[src/rtl/i2c_cfg_pkg.sv]
package i2c_cfg_pkg;

  typedef enum logic [2:0] {
    ST_IDLE,
    ST_ADDR,
    ST_AACK,
    ST_RX,
    ST_RACK,
    ST_TX,
    ST_HACK
  } tgt_state_e;

  // address byte upper seven bits against fixed nibble plus straps
  function automatic logic addr_hit(input logic [6:0] rx_addr,
                                    input logic [3:0] fixed_hi,
                                    input logic [2:0] strap);
    return rx_addr == {fixed_hi, strap};
  endfunction

  // pointer step, modulo 256
  function automatic logic [7:0] ptr_advance(input logic [7:0] p);
    return p + 8'd1;
  endfunction

  function automatic logic irq_level(input logic src, input logic act_high);
    return act_high ? src : ~src;
  endfunction

endpackage

[src/rtl/i2c_line_sync.sv]
module i2c_line_sync #(
  parameter int STAGES = 2
) (
  input  logic clk,
  input  logic rst_n,
  input  logic scl_in,
  input  logic sda_in,
  output logic sda_s,
  output logic scl_rise,
  output logic scl_fall,
  output logic start_evt,
  output logic stop_evt
);
  logic [STAGES-1:0] scl_pipe, sda_pipe;
  logic scl_q, sda_q, scl_s;

  generate
    if (STAGES == 1) begin : g_one
      always_ff @(posedge clk or negedge rst_n) begin
        if (!rst_n) begin
          scl_pipe <= '1;
          sda_pipe <= '1;
        end else begin
          scl_pipe <= scl_in;
          sda_pipe <= sda_in;
        end
      end
    end else begin : g_many
      always_ff @(posedge clk or negedge rst_n) begin
        if (!rst_n) begin
          scl_pipe <= '1;
          sda_pipe <= '1;
        end else begin
          scl_pipe <= {scl_pipe[STAGES-2:0], scl_in};
          sda_pipe <= {sda_pipe[STAGES-2:0], sda_in};
        end
      end
    end
  endgenerate

  assign scl_s = scl_pipe[STAGES-1];
  assign sda_s = sda_pipe[STAGES-1];

  always_ff @(posedge clk or negedge rst_n) begin
    if (!rst_n) begin
      scl_q <= 1'b1;
      sda_q <= 1'b1;
    end else begin
      scl_q <= scl_s;
      sda_q <= sda_s;
    end
  end

  assign scl_rise  = scl_s & ~scl_q;
  assign scl_fall  = ~scl_s & scl_q;
  assign start_evt = scl_s & scl_q & sda_q & ~sda_s;
  assign stop_evt  = scl_s & scl_q & ~sda_q & sda_s;

endmodule

[src/rtl/i2c_tgt_fsm.sv]
module i2c_tgt_fsm
  import i2c_cfg_pkg::*;
#(
  parameter logic [3:0] ADDR_HI = 4'b1101,
  parameter int         BYTE_W  = 8
) (
  input  logic              clk,
  input  logic              rst_n,
  input  logic              sda_s,
  input  logic              scl_rise,
  input  logic              scl_fall,
  input  logic              start_evt,
  input  logic              stop_evt,
  input  logic [2:0]        strap,
  input  logic [BYTE_W-1:0] rd_data,
  output logic              sda_oe,
  output logic              wr_en,
  output logic [BYTE_W-1:0] wr_data,
  output logic [BYTE_W-1:0] ptr
);
  localparam int CNT_W = $clog2(BYTE_W + 1);
  localparam logic [CNT_W-1:0] LAST = CNT_W'(BYTE_W);

  tgt_state_e        st;
  logic [CNT_W-1:0]  bitcnt;
  logic [BYTE_W-1:0] sh, tx;
  logic              ptr_phase, host_ack;

  // named events for assertions and output decode
  logic bus_evt, byte_end, rx_done, host_done;
  assign bus_evt   = start_evt | stop_evt;
  assign byte_end  = scl_fall && (bitcnt == LAST) && !bus_evt;
  assign rx_done   = (st == ST_RX) && byte_end;
  assign host_done = (st == ST_HACK) && scl_fall && !bus_evt;

  always_ff @(posedge clk or negedge rst_n) begin
    if (!rst_n) begin
      st        <= ST_IDLE;
      bitcnt    <= '0;
      sh        <= '0;
      tx        <= '0;
      ptr       <= '0;
      ptr_phase <= 1'b0;
      host_ack  <= 1'b0;
    end else if (start_evt) begin
      st     <= ST_ADDR;
      bitcnt <= '0;
    end else if (stop_evt) begin
      st <= ST_IDLE;
    end else begin
      unique case (st)
        ST_ADDR: begin
          if (scl_rise) begin
            sh     <= {sh[BYTE_W-2:0], sda_s};
            bitcnt <= bitcnt + 1'b1;
          end else if (byte_end) begin
            st <= addr_hit(sh[7:1], ADDR_HI, strap) ? ST_AACK : ST_IDLE;
          end
        end
        ST_AACK: begin
          if (scl_fall) begin
            bitcnt <= '0;
            if (sh[0]) begin
              tx <= rd_data;
              st <= ST_TX;
            end else begin
              ptr_phase <= 1'b1;
              st        <= ST_RX;
            end
          end
        end
        ST_RX: begin
          if (scl_rise) begin
            sh     <= {sh[BYTE_W-2:0], sda_s};
            bitcnt <= bitcnt + 1'b1;
          end else if (byte_end) begin
            st <= ST_RACK;
            if (ptr_phase) begin
              ptr       <= sh;
              ptr_phase <= 1'b0;
            end else begin
              ptr <= ptr_advance(ptr);
            end
          end
        end
        ST_RACK: begin
          if (scl_fall) begin
            bitcnt <= '0;
            st     <= ST_RX;
          end
        end
        ST_TX: begin
          if (scl_rise) begin
            bitcnt <= bitcnt + 1'b1;
          end else if (byte_end) begin
            ptr <= ptr_advance(ptr);
            st  <= ST_HACK;
          end else if (scl_fall) begin
            tx <= {tx[BYTE_W-2:0], 1'b0};
          end
        end
        ST_HACK: begin
          if (scl_rise) begin
            host_ack <= ~sda_s;
          end else if (scl_fall) begin
            if (host_ack) begin
              tx     <= rd_data;
              bitcnt <= '0;
              st     <= ST_TX;
            end else begin
              st <= ST_IDLE;
            end
          end
        end
        default: st <= ST_IDLE;
      endcase
    end
  end

  assign sda_oe  = (st == ST_AACK) || (st == ST_RACK) ||
                   ((st == ST_TX) && !tx[BYTE_W-1]);
  assign wr_en   = rx_done && !ptr_phase;
  assign wr_data = sh;

  p_aack_match_r1: assert property (@(posedge clk) disable iff (!rst_n)
    (st == ST_AACK) |-> addr_hit(sh[7:1], ADDR_HI, strap));

  p_ack_after_rx_r2: assert property (@(posedge clk) disable iff (!rst_n)
    rx_done |=> sda_oe);

  p_write_step_r4: assert property (@(posedge clk) disable iff (!rst_n)
    wr_en |=> (ptr == ptr_advance($past(ptr))));

  p_start_listens_r5: assert property (@(posedge clk) disable iff (!rst_n)
    start_evt |=> (st == ST_ADDR) && !sda_oe);

  p_nack_release_r7: assert property (@(posedge clk) disable iff (!rst_n)
    (host_done && !host_ack) |=> !sda_oe);

  p_stop_release_r7: assert property (@(posedge clk) disable iff (!rst_n)
    (stop_evt && !start_evt) |=> (st == ST_IDLE) && !sda_oe);

endmodule

[src/rtl/i2c_cfg_target.sv]
module i2c_cfg_target
  import i2c_cfg_pkg::*;
#(
  parameter logic [3:0] ADDR_HI     = 4'b1101,
  parameter int         SYNC_STAGES = 2
) (
  input  logic       clk,
  input  logic       rst_n,
  input  logic       scl_in,
  input  logic       sda_in,
  output logic       sda_out,
  output logic       sda_oe,
  input  logic [2:0] strap,
  output logic [7:0] reg_addr,
  output logic       reg_we,
  output logic [7:0] reg_wdata,
  input  logic [7:0] reg_rdata,
  input  logic       irq_src,
  input  logic       irq_act_high,
  output logic       irq_out
);
  logic sda_s, scl_rise, scl_fall, start_evt, stop_evt;

  i2c_line_sync #(.STAGES(SYNC_STAGES)) u_sync (
    .clk       (clk),
    .rst_n     (rst_n),
    .scl_in    (scl_in),
    .sda_in    (sda_in),
    .sda_s     (sda_s),
    .scl_rise  (scl_rise),
    .scl_fall  (scl_fall),
    .start_evt (start_evt),
    .stop_evt  (stop_evt)
  );

  i2c_tgt_fsm #(.ADDR_HI(ADDR_HI), .BYTE_W(8)) u_fsm (
    .clk       (clk),
    .rst_n     (rst_n),
    .sda_s     (sda_s),
    .scl_rise  (scl_rise),
    .scl_fall  (scl_fall),
    .start_evt (start_evt),
    .stop_evt  (stop_evt),
    .strap     (strap),
    .rd_data   (reg_rdata),
    .sda_oe    (sda_oe),
    .wr_en     (reg_we),
    .wr_data   (reg_wdata),
    .ptr       (reg_addr)
  );

  assign sda_out = 1'b0;
  assign irq_out = irq_level(irq_src, irq_act_high);

  p_strobe_single_r3: assert property (@(posedge clk) disable iff (!rst_n)
    reg_we |=> !reg_we);

endmodule

[config.mk]
export PLATFORM = sky130hd
export DESIGN_NAME = i2c_cfg_target
export DESIGN_NICKNAME = d
export VERILOG_FILES = /design/src/rtl/i2c_cfg_pkg.sv /design/src/rtl/i2c_line_sync.sv /design/src/rtl/i2c_tgt_fsm.sv /design/src/rtl/i2c_cfg_target.sv
export SDC_FILE = /design/constraint.sdc
export NUM_CORES = 1
export LEC_CHECK = 0
export BUFFER_PORTS_ARGS = -buffer_cell sky130_fd_sc_hd__buf_2
export CAP_MARGIN = 15
export CORE_ASPECT_RATIO = 1.4
export CORE_MARGIN = 4
export CORE_UTILIZATION = 60
export CTS_BUF_LIST = sky130_fd_sc_hd__clkbuf_2
export DETAILED_ROUTE_END_ITERATION = 12
export GPL_ROUTABILITY_DRIVEN = 0
export HOLD_SLACK_MARGIN = 0.05
export PLACE_DENSITY = 0.91
export SYNTH_ARGS = -nofsm -noshare
export SYNTH_HDL_FRONTEND = slang
export SYNTH_HIERARCHICAL = 1
export SYNTH_SLANG_ARGS = --single-unit
[constraint.sdc]
create_clock -name clk -period 5.9 [get_ports clk]
set_input_delay 0.295 -clock clk [delete_from_list [all_inputs] [get_ports clk]]
set_output_delay 0.295 -clock clk [all_outputs]
set_load 0.005 [all_outputs]
Word-level counts from Yosys, hierarchy flattened
Cells that the tools add are included.
Word-level totals
  bits in registers: 39
  input port bits: 17
Operators by class
  bitwise gates (word level): 15
  equality and inequality tests: 36
  reductions and logical operators: 24
  add/subtract/negate cells: 2
  mux-type cells: 45
Operators by type and width (count)
  2-to-1 mux 8 bit: 13
  2-to-1 mux 3 bit: 14
  2-to-1 mux 4 bit: 7
  inequality test 4 x 1 -> 1 bit, second input constant: 6
  case mux 8 bit (3 select lines): 1
  AND reduction 7 bit: 3
  case mux 3 bit (6 select lines): 1
  inequality test 2 x 1 -> 1 bit, second input constant: 8
  inequality test 4 x 2 -> 1 bit, second input constant: 4
  case mux 8 bit (2 select lines): 1
  inequality test 3 x 1 -> 1 bit, second input constant: 4
  case mux 4 bit (3 select lines): 1
  AND reduction 11 bit: 1
  inequality test 2 bit, second input constant: 5
  AND reduction 10 bit: 1
  equality test 3 bit, second input constant: 3
  adder 8 x 1 -> 8 bit, second input constant: 1
  AND reduction 4 bit: 2
  AND 1 bit: 7
  equality test 7 bit: 1
  NOT 1 bit: 7
  equality test 3 x 2 -> 1 bit, second input constant: 2
  logical AND 1 bit: 5
  2-to-1 mux 1 bit: 5
  14 further kinds: 19

Depth between registers and ports, before layout
Gate-level depths: netlist of the first run.
  depth in word-level cells: 11
  depth in mapped cells: 8
  mapped depth without buffers: 7

Hierarchy
Netlist of the first run, hierarchy kept.
By module, submodules not included
  i2c_tgt_fsm: cells an instance 200, seq. area each 825.8 sq um, area an instance 1939.4 sq um, instances 1
  i2c_line_sync: cells an instance 10, seq. area each 157.7 sq um, area an instance 190.2 sq um, instances 1
  i2c_cfg_target: cells an instance 3, seq. area each 0.0 sq um, area an instance 20.0 sq um, instances 1

Worst setup path before layout of the first run
No wires, ideal clock.
  kind: reg2reg
  start: register u_sync.sda_pipe[1]
  end: register u_fsm.ptr[4]
  data arrival time: 2061 ps
  slack: 3719 ps
  cell stages (with the launch flop): 6
  cell sequence: dfstp_2 and4b_1 or4b_4 or3_1 buf_6 o22a_2
Between the ends
  cells in the longest elaborated chain, start to end: 7
  elaborated cells between the ends (all ways): 11
RTL lines
  start, declared: line i2c_line_sync.sv:14  | logic [STAGES-1:0] scl_pipe, sda_pipe;
  start signal, assigned: line i2c_line_sync.sv:35  | sda_pipe <= {sda_pipe[STAGES-2:0], sda_in};
  NOT 1 bit (*): line i2c_line_sync.sv:56  | assign start_evt = scl_s & scl_q & sda_q & ~sda_s;
  AND 1 bit (*): line i2c_line_sync.sv:56
  net start_evt: line i2c_cfg_target.sv:22  | logic sda_s, scl_rise, scl_fall, start_evt, stop_evt;
  bitwise OR 1 bit: line i2c_tgt_fsm.sv:31  | assign bus_evt = start_evt | stop_evt;
  logical NOT 1 bit: line i2c_tgt_fsm.sv:32  | assign byte_end = scl_fall && (bitcnt == LAST) && !bus_evt;
  logical AND 1 bit: line i2c_tgt_fsm.sv:32
  inequality test 2 x 1 -> 1 bit (no source line)
  AND reduction 7 bit (no source line) (*)
  end signal, assigned: line i2c_tgt_fsm.sv:79  | ptr <= sh;
  end signal, assigned: line i2c_tgt_fsm.sv:82  | ptr <= ptr_advance(ptr);
  end signal, assigned: line i2c_tgt_fsm.sv:96  | ptr <= ptr_advance(ptr);
  end, declared: line i2c_tgt_fsm.sv:19  | output logic [BYTE_W-1:0] ptr
Mark *: on every way through the listed nets, which the timed path passes. The rest lies on a longest branch.
A chain may end at the register's enable or synchronous reset.

Worst setup path in the final report of the first run
  start: register u_sync.sda_pipe[1]
  end: output port reg_we
Between the ends
  cells in the longest elaborated chain, start to end: 7
  elaborated cells between the ends (all ways): 8
RTL lines
  NOT 1 bit: line i2c_line_sync.sv:56
  AND 1 bit: line i2c_line_sync.sv:56
  net start_evt: line i2c_cfg_target.sv:22
  bitwise OR 1 bit: line i2c_tgt_fsm.sv:31
  logical NOT 1 bit: line i2c_tgt_fsm.sv:32
  logical AND 1 bit: line i2c_tgt_fsm.sv:32
  logical AND 1 bit: line i2c_tgt_fsm.sv:33  | assign rx_done = (st == ST_RX) && byte_end;
  logical AND 1 bit: line i2c_tgt_fsm.sv:122  | assign wr_en = rx_done && !ptr_phase;
  end, declared: line i2c_cfg_target.sv:15  | output logic reg_we,
The timed path passes the listed nets, and every way through them passes these cells.

==> results of run 1 <==
==> through the flow <==
stage          cells   util
2_1_floorplan    213      -
4_1_cts          287  0.708
6_report         287  0.708
3_5_place_dp     276  0.680
5_1_grt          287  0.708
3_3_place_gp     276  0.680
==> worst max-delay path, delay by kind of cell, from the launching register on <==
kind                   cells  cell delay, ns
DFF                        1            0.61
and+or+nand+nor            3            1.15
buffers and inverters      1            0.17
==> Yosys cell counts (all sizes together), types with 2 or more instances <==
master / instances / area (µm²)
a2111oi: 2 / 23.8
nor2: 10 / 40.0
inv: 8 / 30.0
nand2: 18 / 67.6
xor2: 4 / 35.0
o22a: 2 / 18.8
o22ai: 6 / 37.5
or3: 3 / 18.8
ha: 3 / 37.5
dfstp: 6 / 158
and4b: 3 / 30.0
a21oi: 16 / 87.6
o21ai: 17 / 85.1
nor2b: 9 / 56.3
clkbuf: 8 / 30.0
nand3b: 3 / 35.0
nand3: 7 / 35.0
buf: 4 / 27.5
dfrtp: 33 / 826
a2bb2oi: 3 / 32.5
mux2i: 2 / 20.0
nand2b: 3 / 18.8
mux2: 20 / 225
nand4: 2 / 12.5
nor3: 4 / 25.0
==> metal layers <==
metal	routed length, µm	GRT usage
met5	0	0
met4	101	0.0952
met3	192	0.0407
met2	2420	0.377
met1	1800	0.250
==> power groups by stage <==
stage | Clock [mW] | Combinational [mW] | Sequential [mW]
floorplan | 0 | 0.0823 | 0.321
global placement | 0 | 0.108 | 0.329
detailed placement | 0 | 0.113 | 0.332
CTS | 0.165 | 0.114 | 0.328
global route | 0.174 | 0.127 | 0.332
finish | 0.161 | 0.113 | 0.328
==> timing repair <==
| item | CTS | global route |
|---|---|---|
| resized for setup | 0 | 0 |
| hold endpoints to repair | 35 | 0 |
| hold buffers | 3 | 0 |
| buffers inserted | 0 | 0 |
==> kinds of logic (layout without fill, tap and decap cells) <==
logic type               after synthesis  after routing  synth area share
buffers and inverters                 20             54            0.0407
XOR/XNOR                               5              5            0.0204
adder cells (fa/ha/maj)                3              3            0.0175
multiplexers                          22             22             0.114
other                                  1              1           0.00174
AO/OA/AOI/OAI                         56             56             0.171
AND/OR/NAND/NOR                       67             67             0.178
flip-flops                            39             39             0.458
==> path summary, 6_finish.rpt <==
kind / cells past startpoint / slack [ns] / end / from
max: 4 / 3.27 / reg_we / u_sync/sda_pipe[1]
min: 3 / 0.12 / u_fsm/tx[0] / reg_rdata[0]
max reg2reg: 5 / 3.36 / u_fsm/tx[5] / u_fsm/st[2]
min reg2reg: 0 / 0.36 / u_sync/sda_pipe[1] / u_sync/sda_pipe[0]
max in group asynchronous: 2 / 4.86 / u_fsm/st[1] / rst_n
min in group asynchronous: 2 / 0.50 / u_fsm/bitcnt[2] / rst_n
==> sequential cells by signal, summed over array words and instances, names as in the netlist, 2 cells and up <==
name             count
u_fsm/tx             8
u_fsm/st             3
u_fsm/bitcnt         4
u_fsm/wr_data        8
u_sync/scl_pipe      2
u_fsm/ptr            8
u_sync/sda_pipe      2
==> layout make-up <==
type | instances | area [µm²] | area share
Multi-Input combinational cell | 154 | 1080 | 0.447
Sequential cell | 39 | 983 | 0.408
Inverter | 8 | 30.0 | 0.0124
Clock inverter | 1 | 30.0 | 0.0124
Tap cell | 40 | 50.0 | 0.0207
Timing Repair Buffer | 38 | 205 | 0.0851
Clock buffer | 7 | 35.0 | 0.0145
==> metrics.md, run 1 <==
| Metric | Value |
|---|---|
| Status | `finished, final reports clean` |
| Place WS | `3.42 ns` |
| Slew margin rel. | `0.440` |
| Worst path arrival time | `2.33 ns` |
| Leakage | `1.11 nW` |
| Fillers | `247` |
| CP Class | `reg -> out` |
| Net count after synthesis | `233` |
| CP max stage cell | `dfstp_2` |
| Startpoint types | `flop` |
| DRT Pass-1 Iters | `4` |
| Initial core utilization | `0.630` |
| WL final | `4520 µm` |
| Vias | `1727` |
| Vias per std cell | `6.02` |
| Most common cell after layout, fill and taps aside | `buf_2` |
| GRT overflow | `0` |
| Min-delay worst type | `in -> reg` |
| MaxCap Viol Count | `0` |
| Req. time, crit path | `5.61 ns` |
| Commonest non-fill, non-tap cells in the layout | `buf_2 (35), dfrtp_1 (33), mux2_2 (20), nand2_1 (18), o21ai_0 (17)` |
| Fin nets | `266` |
| Fraction of registers with async set/reset | `1.00` |
| Largest net degree at the start of global routing | `40` |
| Root cell of the clock tree | `clkbuf_2` |
| Clk Latency, worst-skew pair | `0.40 ns` |
| PortBufs | `35` |
| Die area | `4620 µm²` |
| Area of placed instances | `2320 µm²` |
| EDFF count, synth | `0` |
| Final min period | `2.63 ns` |
| Distinct cell type count after synthesis | `52` |
| Ratio of final minimum period to clock period | `0.445` |
| Post-detail-place hpwl | `3240 µm` |
| Clock sink count | `39` |
| Share of layout cells above drive strength 1 | `0.316` |
| Cells after Synth | `213` |
| WL per Instance | `15.7 µm` |
| Crit-path cells | `and4b_1, or4b_4, nor4_1, buf_2` |
| Pins Over Slew Limit | `0` |
| Delay of the slowest critical-path stage | `0.61 ns` |
| # IOs | `37` |
| CTS tree | `yes` |
| Crit-path max FO | `7` |
| Max VDD drop | `0.202 mV` |
| Int Pwr | `0.426 mW` |
| Final setup margin | `3.27 ns` |
| Clock Skew | `0.0211 ns` |
| Clock-pin slew on the worst setup and hold paths | `0.19 ns` |
| Area Growth Syn to Fin | `12.2%` |
| First-pass GRT wire length | `7660 µm` |
| Core Area | `3410 µm²` |
| Share of power burned in registers | `0.544` |
| Height of the die | `78.8 µm` |
| Power Total | `0.602 mW` |
| Final Hold Violating Endpoints | `0` |
| CTS H-tree depth | `2` |
| Final instance area | `2410 µm²` |
| Initial antenna violation count | `0` |
| Switch Pwr | `0.176 mW` |
| Clk buf depth | `2` |
| Ys Warns | `6` |
| Hold Slack | `0.119 ns` |
| CP endpoint kind | `primary output` |
| Chip width | `58.6 µm` |
| # setup viols final | `0` |
| Row count | `25` |
| Syn avg cell area | `10.1 µm²` |
| Routed Antenna Nets | `0` |
| RSZ-0062 raised after global routing | `no` |
| Setup TNS | `0 ns` |
| Tot GR Track Use | `0.215` |
| Drt initial violations | `73` |
| N_diodes | `0` |
| Vias in the first global route | `1710` |
| Number of CTS-inserted buffers | `5` |
| Fmax | `381 MHz` |
| Switching Share | `0.293` |
| Most used DFF post-synth | `dfrtp_1` |
| Register area share after synthesis | `0.458` |
| Power Density | `250 nW/µm²` |
| # DRC | `0` |
| Clk pwr share | `0.267` |
| Mapped cell area | `2150 µm²` |
| Yosys reg bits | `39` |
| Worst-Margin Slew | `0.839 ns` |
| Gate power share | `0.188` |
No activity file was read; power rests on OpenSTA's default activity.
==> inputs of run 2 (changes only) <==
CORE_UTILIZATION = 58   (was 60)
PLACE_DENSITY = 0.88   (was 0.91)
clock period = 2.7 ns   (was 5.9 ns; I/O delays follow)
==> metrics.md, run 2 (synthesis results as in run 1) <==
| Metric | Value |
|---|---|
| Status | `finished, final reports clean (unchanged)` |
| MaxCap Viol Count | `0 (unchanged)` |
| Core Area | `3470 µm² (was 3410 µm²)` |
| # IOs | `37 (unchanged)` |
| DRT Pass-1 Iters | `4 (unchanged)` |
| Height of the die | `80.0 µm (was 78.8 µm)` |
| Final min period | `2.48 ns` |
| Clock sink count | `39 (unchanged)` |
| Post-CTS Setup Bufs | `0 (unchanged)` |
| Most common cell after layout, fill and taps aside | `buf_2 (unchanged)` |
| PortBufs | `35 (unchanged)` |
| # DRC | `0 (unchanged)` |
| Routed Antenna Nets | `0 (unchanged)` |
| Non-Filler Instances | `296 (was 287)` |
| Root cell of the clock tree | `clkbuf_2 (unchanged)` |
| Delay of the slowest critical-path stage | `0.61 ns (about the same)` |
| Number of CTS-inserted buffers | `5 (unchanged)` |
| Place WS | `0.347 ns (was 3.42 ns)` |
| Largest net degree at the start of global routing | `40 (unchanged)` |
| RSZ-0062 raised after global routing | `no (unchanged)` |
| First-pass GRT wire length | `8230 µm (was 7660 µm)` |
| Row count | `25 (unchanged)` |
| Placed Cells | `284 (was 276)` |
| WL final | `4780 µm (was 4520 µm)` |
| Fmax | `404 MHz` |
| Power Density | `536 nW/µm² (was 250 nW/µm²)` |
| N_diodes | `0 (unchanged)` |
| CP Class | `reg -> out (unchanged)` |
| Drt initial violations | `92 (was 73)` |
| CP endpoint kind | `primary output (unchanged)` |
| Crit-path cells | `and4b_1, or4b_4, nor4_1, buf_2 (unchanged)` |
| Initial core utilization | `0.619 (was 0.630)` |
| GRT overflow | `0 (unchanged)` |
| # setup viols final | `0 (unchanged)` |
| Crit path buf inv count | `1 (unchanged)` |
| WL per Instance | `16.1 µm (was 15.7 µm)` |
| Final Hold Violating Endpoints | `0 (unchanged)` |
| Ratio of final minimum period to clock period | `0.918` |
| Fin nets | `275 (was 266)` |
| Hold Slack | `0.0780 ns (was 0.119 ns)` |
| Die area | `4760 µm² (was 4620 µm²)` |
| Crit-path max FO | `7 (unchanged)` |
| CTS tree | `yes (unchanged)` |
| CP max stage cell | `dfstp_2 (unchanged)` |
| Area of placed instances | `2380 µm² (was 2320 µm²)` |
| Clk Latency, worst-skew pair | `0.39 ns (was 0.40 ns)` |
| Vias per std cell | `6.19 (was 6.02)` |
| Slew margin rel. | `0.455 (was 0.440)` |
| Flop-to-flop setup slack | `0.29 ns (was 3.36 ns)` |
| Clock Skew | `0.0163 ns (was 0.0211 ns)` |
| Share of layout cells above drive strength 1 | `0.340 (was 0.316)` |
| Pins Over Slew Limit | `0 (unchanged)` |
| Vias in the first global route | `1739 (was 1710)` |
| Max VDD drop | `0.428 mV (was 0.202 mV)` |
| CTS H-tree depth | `2 (unchanged)` |
| Clk buf depth | `2 (unchanged)` |
| Post-detail-place hpwl | `3470 µm (was 3240 µm)` |
| Leakage | `1.15 nW (was 1.11 nW)` |
| Crit path max-delay family | `simple AND/OR/NAND/NOR gates (unchanged)` |
| Setup TNS | `0 ns (unchanged)` |
| Area Growth Syn to Fin | `15.7% (was 12.2%)` |
| Fillers | `266 (was 247)` |
| Startpoint types | `flop (unchanged)` |
| Fin util | `0.716 (was 0.708)` |
| Clock-pin slew on the worst setup and hold paths | `0.20 ns (was 0.19 ns)` |
| Worst-Margin Slew | `0.818 ns (was 0.839 ns)` |
| Initial antenna violation count | `0 (unchanged)` |
| Min-delay worst type | `in -> reg (unchanged)` |
| Final instance area | `2490 µm² (was 2410 µm²)` |
| Final setup margin | `0.222 ns (was 3.27 ns)` |
| Req. time, crit path | `2.57 ns (was 5.61 ns)` |
| Chip width | `59.5 µm (was 58.6 µm)` |
| Power Total | `1.33 mW (was 0.602 mW)` |
| Worst path arrival time | `2.34 ns (was 2.33 ns)` |
| Vias | `1833 (was 1727)` |
| Commonest non-fill, non-tap cells in the layout | `buf_2 (35), dfrtp_1 (33), mux2_2 (20), nand2_1 (18), o21ai_0 (17) (unchanged)` |
| Tot GR Track Use | `0.227 (was 0.215)` |
-- run 2: cell types whose count changed in the layout (fill, tap and decap cells not counted), sizes merged --
cell | previous run | this run
dlygate4sd3 | 3 | 4
clkbuf | 7 | 6
clkinvlp | 0 | 1
buf | 35 | 43
-- run 2: worst min-delay path: stages --
cell	delay [ns]
buf_2	0.07
nand2_1	0.03
o21ai_0	0.06
mux2_2	0.14
-- run 2: final cells by class --
cell class	count	area, µm²	share of cell area
Multi-Input combinational cell	154	1080	0.435
Sequential cell	39	983	0.395
Timing Repair Buffer	47	275	0.111
Tap cell	40	50.0	0.0201
Clock inverter	2	37.5	0.0151
Clock buffer	6	30.0	0.0121
Inverter	8	30.0	0.0121
-- run 2: final timing paths --
check | from | to | cells after the start
worst max-delay path | u_sync/sda_pipe[1] | reg_we | 4
worst min-delay path | reg_rdata[1] | u_fsm/tx[1] | 4
worst max register to register | u_sync/sda_pipe[1] | u_fsm/ptr[7] | 5
worst min register to register | u_sync/sda_pipe[0] | u_sync/sda_pipe[1] | 0
max in group asynchronous | rst_n | u_fsm/ptr[6] | 2
min in group asynchronous | rst_n | u_fsm/tx[2] | 2
-- run 2: per-layer routing --
metal / global-route usage / vias up / routed length [µm]
li1: - / 855 / -
met1: 0.283 / 898 / 1930
met2: 0.382 / 76 / 2500
met3: 0.0485 / 4 / 315
met4: 0.0726 / 0 / 36
met5: 0 / - / 0
-- run 2: power by group --
group	switching (mW)	internal (mW)	leakage, nW
registers	0.0631	0.651	0.514
clock network	0.188	0.160	0.0392
logic	0.144	0.126	0.600
total	0.395	0.937	1.15
-- run 2: repair_timing --
item	4_1_cts	5_1_grt
gates resized for setup	0	1
endpoints found under the setup margin	0	1
hold endpoints to repair	36	0
hold buffers	4	0
==> inputs of run 3 (changes only) <==
SYNTH_HIERARCHICAL = unset   (was 1)
clock period = 2.3 ns   (was 2.7 ns; I/O delays follow)
==> metrics.md, run 3 <==
| Metric | Value |
|---|---|
| Min-delay worst type | `in -> reg (unchanged)` |
| CP endpoint kind | `flop (was primary output)` |
| Commonest non-fill, non-tap cells in the layout | `buf_2 (35), dfrtp_1 (33), mux2_2 (21), a21oi_1 (17), o21ai_0 (17) (was buf_2 (35), dfrtp_1 (33), mux2_2 (20), nand2_1 (18), o21ai_0 (17))` |
| CTS H-tree depth | `2 (unchanged)` |
| Max VDD drop | `0.521 mV (was 0.428 mV)` |
| Placed Cells | `282 (was 284)` |
| # setup viols final | `0 (unchanged)` |
| Fraction of registers with async set/reset | `1.00 (unchanged)` |
| Largest family of logic cells by synthesized area | `compound AO/OA/AOI/OAI gates (was simple AND/OR/NAND/NOR gates)` |
| Clk buf depth | `2 (unchanged)` |
| Largest net degree at the start of global routing | `40 (unchanged)` |
| Synth Area in XOR/XNOR | `0.0204 (about the same)` |
| Register area share after synthesis | `0.457 (was 0.458)` |
| Crit path max-delay family | `flip-flops (was simple AND/OR/NAND/NOR gates)` |
| Slew margin rel. | `0.457 (was 0.455)` |
| Worst setup endpoint | `u_fsm.ptr[7] (was reg_we)` |
| Initial core utilization | `0.619 (about the same)` |
| PortBufs | `35 (unchanged)` |
| Number of CTS-inserted buffers | `5 (unchanged)` |
| Worst R2R Start | `u_fsm.st[2] (was u_sync/sda_pipe[1])` |
| Setup TNS | `0 ns (unchanged)` |
| WL final | `4680 µm (was 4780 µm)` |
| # IOs | `37 (unchanged)` |
| Clock Skew | `0.0250 ns (was 0.0163 ns)` |
| Area of placed instances | `2340 µm² (was 2380 µm²)` |
| CP Class | `reg -> reg (was reg -> out)` |
| DRT Pass-1 Iters | `4 (unchanged)` |
| Largest area contributor in the netlist | `dfrtp_1 (unchanged)` |
| Most used DFF post-synth | `dfrtp_1 (unchanged)` |
| N_diodes | `0 (unchanged)` |
| RSZ-0062 raised after global routing | `no (unchanged)` |
| Root cell of the clock tree | `clkbuf_2 (unchanged)` |
| Final instance area | `2460 µm² (was 2490 µm²)` |
| Chip width | `59.5 µm (about the same)` |
| Syn avg cell area | `10.0 µm² (was 10.1 µm²)` |
| Power Total | `1.21 mW (was 1.33 mW)` |
| Share of layout cells above drive strength 1 | `0.298 (was 0.340)` |
| Most frequent cell after synthesis | `dfrtp_1 (unchanged)` |
| Non-Filler Instances | `298 (was 296)` |
| Req. time, crit path | `2.62 ns (was 2.57 ns)` |
| Leakage | `1.17 nW (was 1.15 nW)` |
| Total number of cells along the worst setup path | `5 (was 4)` |
| Status | `finished, final reports clean (unchanged)` |
| Row count | `25 (unchanged)` |
| Top post-synthesis cells by count | `dfrtp_1 (33), mux2_2 (21), a21oi_1 (17), o21ai_0 (17), nand2_1 (16) (was dfrtp_1 (33), mux2_2 (20), nand2_1 (18))` |
| Mapped cell area | `2150 µm² (about the same)` |
| Net count after synthesis | `235 (was 233)` |
| EDFF count, synth | `0 (unchanged)` |
| Tot GR Track Use | `0.213 (was 0.227)` |
| Final min period | `2.07 ns` |
| Startpoint types | `flop (unchanged)` |
| Ys Warns | `0 (was 6)` |
| Crit path buf inv count | `0 (was 1)` |
| Initial antenna violation count | `0 (unchanged)` |
| Vias in the first global route | `1640 (was 1739)` |
| Pins Over Slew Limit | `0 (unchanged)` |
| Fmax | `482 MHz` |
| CTS tree | `yes (unchanged)` |
| Worst path arrival time | `2.40 ns (was 2.34 ns)` |
| Height of the die | `80.1 µm (was 80.0 µm)` |
| Die area | `4760 µm² (about the same)` |
| Clock sink count | `39 (unchanged)` |
| Worst Reg2Reg Path Length in Cells | `5 (unchanged)` |
| Core Area | `3470 µm² (unchanged)` |
| Synth Area in Simple Gates | `0.169 (was 0.178)` |
| Crit-path cells | `and2b_1, o21ai_0, or3_1, a21oi_1, a2bb2oi_1 (was and4b_1, or4b_4, nor4_1, buf_2)` |
| Fillers | `252 (was 266)` |
| Vias | `1783 (was 1833)` |
| CP max stage cell | `dfrtp_1 (was dfstp_2)` |
| Post-synthesis compound-gate area fraction | `0.172 (was 0.171)` |
| Adder-Cell Fraction of Synth Area | `0.0175 (about the same)` |
| Share of the synthesized area in the top cell type | `0.384 (about the same)` |
| Cells after Synth | `215 (was 213)` |
| Multi-input logic area | `1080 µm² (about the same)` |
| Area Growth Syn to Fin | `14.2% (was 15.7%)` |
| GRT overflow | `0 (unchanged)` |
| Worst Setup SP | `u_fsm.st[2] (was u_sync/sda_pipe[1])` |
| Register area | `983 µm² (unchanged)` |
| Clock-pin slew on the worst setup and hold paths | `0.20 ns (about the same)` |
| MaxCap Viol Count | `0 (unchanged)` |
| Routed Antenna Nets | `0 (unchanged)` |
| Crit-path max FO | `17 (was 7)` |
| Clk Latency, worst-skew pair | `0.41 ns (was 0.39 ns)` |
| Mux contribution to synthesized area | `0.124 (was 0.114)` |
| Worst reg2reg path endpoint | `u_fsm.ptr[7] (was u_fsm/ptr[7])` |
| Distinct cell type count after synthesis | `46 (was 52)` |
| Power Density | `493 nW/µm² (was 536 nW/µm²)` |
| Vias per std cell | `5.98 (was 6.19)` |
| Flop-to-flop setup slack | `0.23 ns (was 0.29 ns)` |
| Final Hold Violating Endpoints | `0 (unchanged)` |
| Worst-Margin Slew | `0.815 ns (was 0.818 ns)` |
| Most common cell after layout, fill and taps aside | `buf_2 (unchanged)` |
| Delay of the slowest critical-path stage | `0.76 ns (was 0.61 ns)` |
| Yosys reg bits | `39 (unchanged)` |
| Area contributors post-synth | `dfrtp_1 (38%), mux2_2 (11%), dfstp_2 (7.3%) (was dfrtp_1 (38%), mux2_2 (10%), dfstp_2 (7.3%))` |
| # DRC | `0 (unchanged)` |
| Drt initial violations | `56 (was 92)` |
| Post-detail-place hpwl | `3270 µm (was 3470 µm)` |
| First-pass GRT wire length | `7680 µm (was 8230 µm)` |
| Ratio of final minimum period to clock period | `0.902` |
| WL per Instance | `15.7 µm (was 16.1 µm)` |
| Fin nets | `277 (was 275)` |
[run 3: cell count changes after synthesis, sizes merged, moves of 3 or more]
cell,previous run,this run
nand3,7,14
nor2b,9,3
clkbuf,8,3
a2bb2oi,3,6
and3,1,4
nor2,10,15
o22ai,6,3
buf,4,8
[run 3: area by class of cell]
| cell class | instances | share of cell area |
|---|---|---|
| Clock inverter | 2 | 0.00357 |
| Sequential cell | 39 | 0.400 |
| Clock buffer | 6 | 0.0122 |
| Tap cell | 40 | 0.0204 |
| Multi-Input combinational cell | 159 | 0.441 |
| Inverter | 6 | 0.00917 |
| Timing Repair Buffer | 46 | 0.113 |
[run 3: worst min-delay path by stage]
stage,from,end,slack [ns],depth (start not counted)
floorplan,rst_n,u_fsm.bitcnt[0],-0.18,0
global placement,scl_in,u_sync.scl_pipe[0],0.22,1
detailed placement,scl_in,u_sync.scl_pipe[0],0.22,1
CTS,reg_rdata[7],u_fsm.tx[7],0.06,3
global route,reg_rdata[6],u_fsm.tx[6],0.06,3
finish,reg_rdata[6],u_fsm.tx[6],0.07,3
[run 3: power breakdown]
part,internal [mW],switching (mW),total (mW)
registers,0.727,0.0385,0.765
logic,0.0742,0.0735,0.148
clock network,0.0747,0.222,0.297
[run 3: cells by family (layout without fill, tap and decap cells)]
family | Yosys count | after routing
simple gates | 67 | 67
compound gates | 59 | 59
flops | 39 | 39
mux | 24 | 24
buf+inv | 17 | 60
xor+xnor | 5 | 5
fa+ha+maj | 3 | 3
other cells | 1 | 1
[run 3: what timing repair did]
item / 4_1_cts / 5_1_grt
resized for setup: 0 / 0
hold buffers: 6 / 2
hold endpoints to repair: 38 / 2
setup buffers: 0 / 0
[run 3: layer usage]
| metal | vias to the layer above | track usage | wire, µm |
|---|---|---|---|
| li1 | 861 | - | - |
| met1 | 860 | 0.262 | 1900 |
| met2 | 55 | 0.357 | 2440 |
| met3 | 7 | 0.0514 | 249 |
| met4 | 0 | 0.0771 | 83 |
| met5 | - | 0 | 0 |
[run 3: stage by stage]
stage          utilization  setup WS [ns]  hold slack (ns)
2_1_floorplan            -          0.528           -0.181
3_3_place_gp         0.673          0.364            0.221
3_5_place_dp         0.673          0.318            0.221
4_1_cts              0.702          0.255           0.0582
5_1_grt              0.707          0.156           0.0580
6_report             0.707          0.226           0.0665
[run 3: tightest hold or removal path: cells and delay by family]
family                 cells  cell delay, ns
muxes                      2            0.26
buffers and inverters      1            0.07
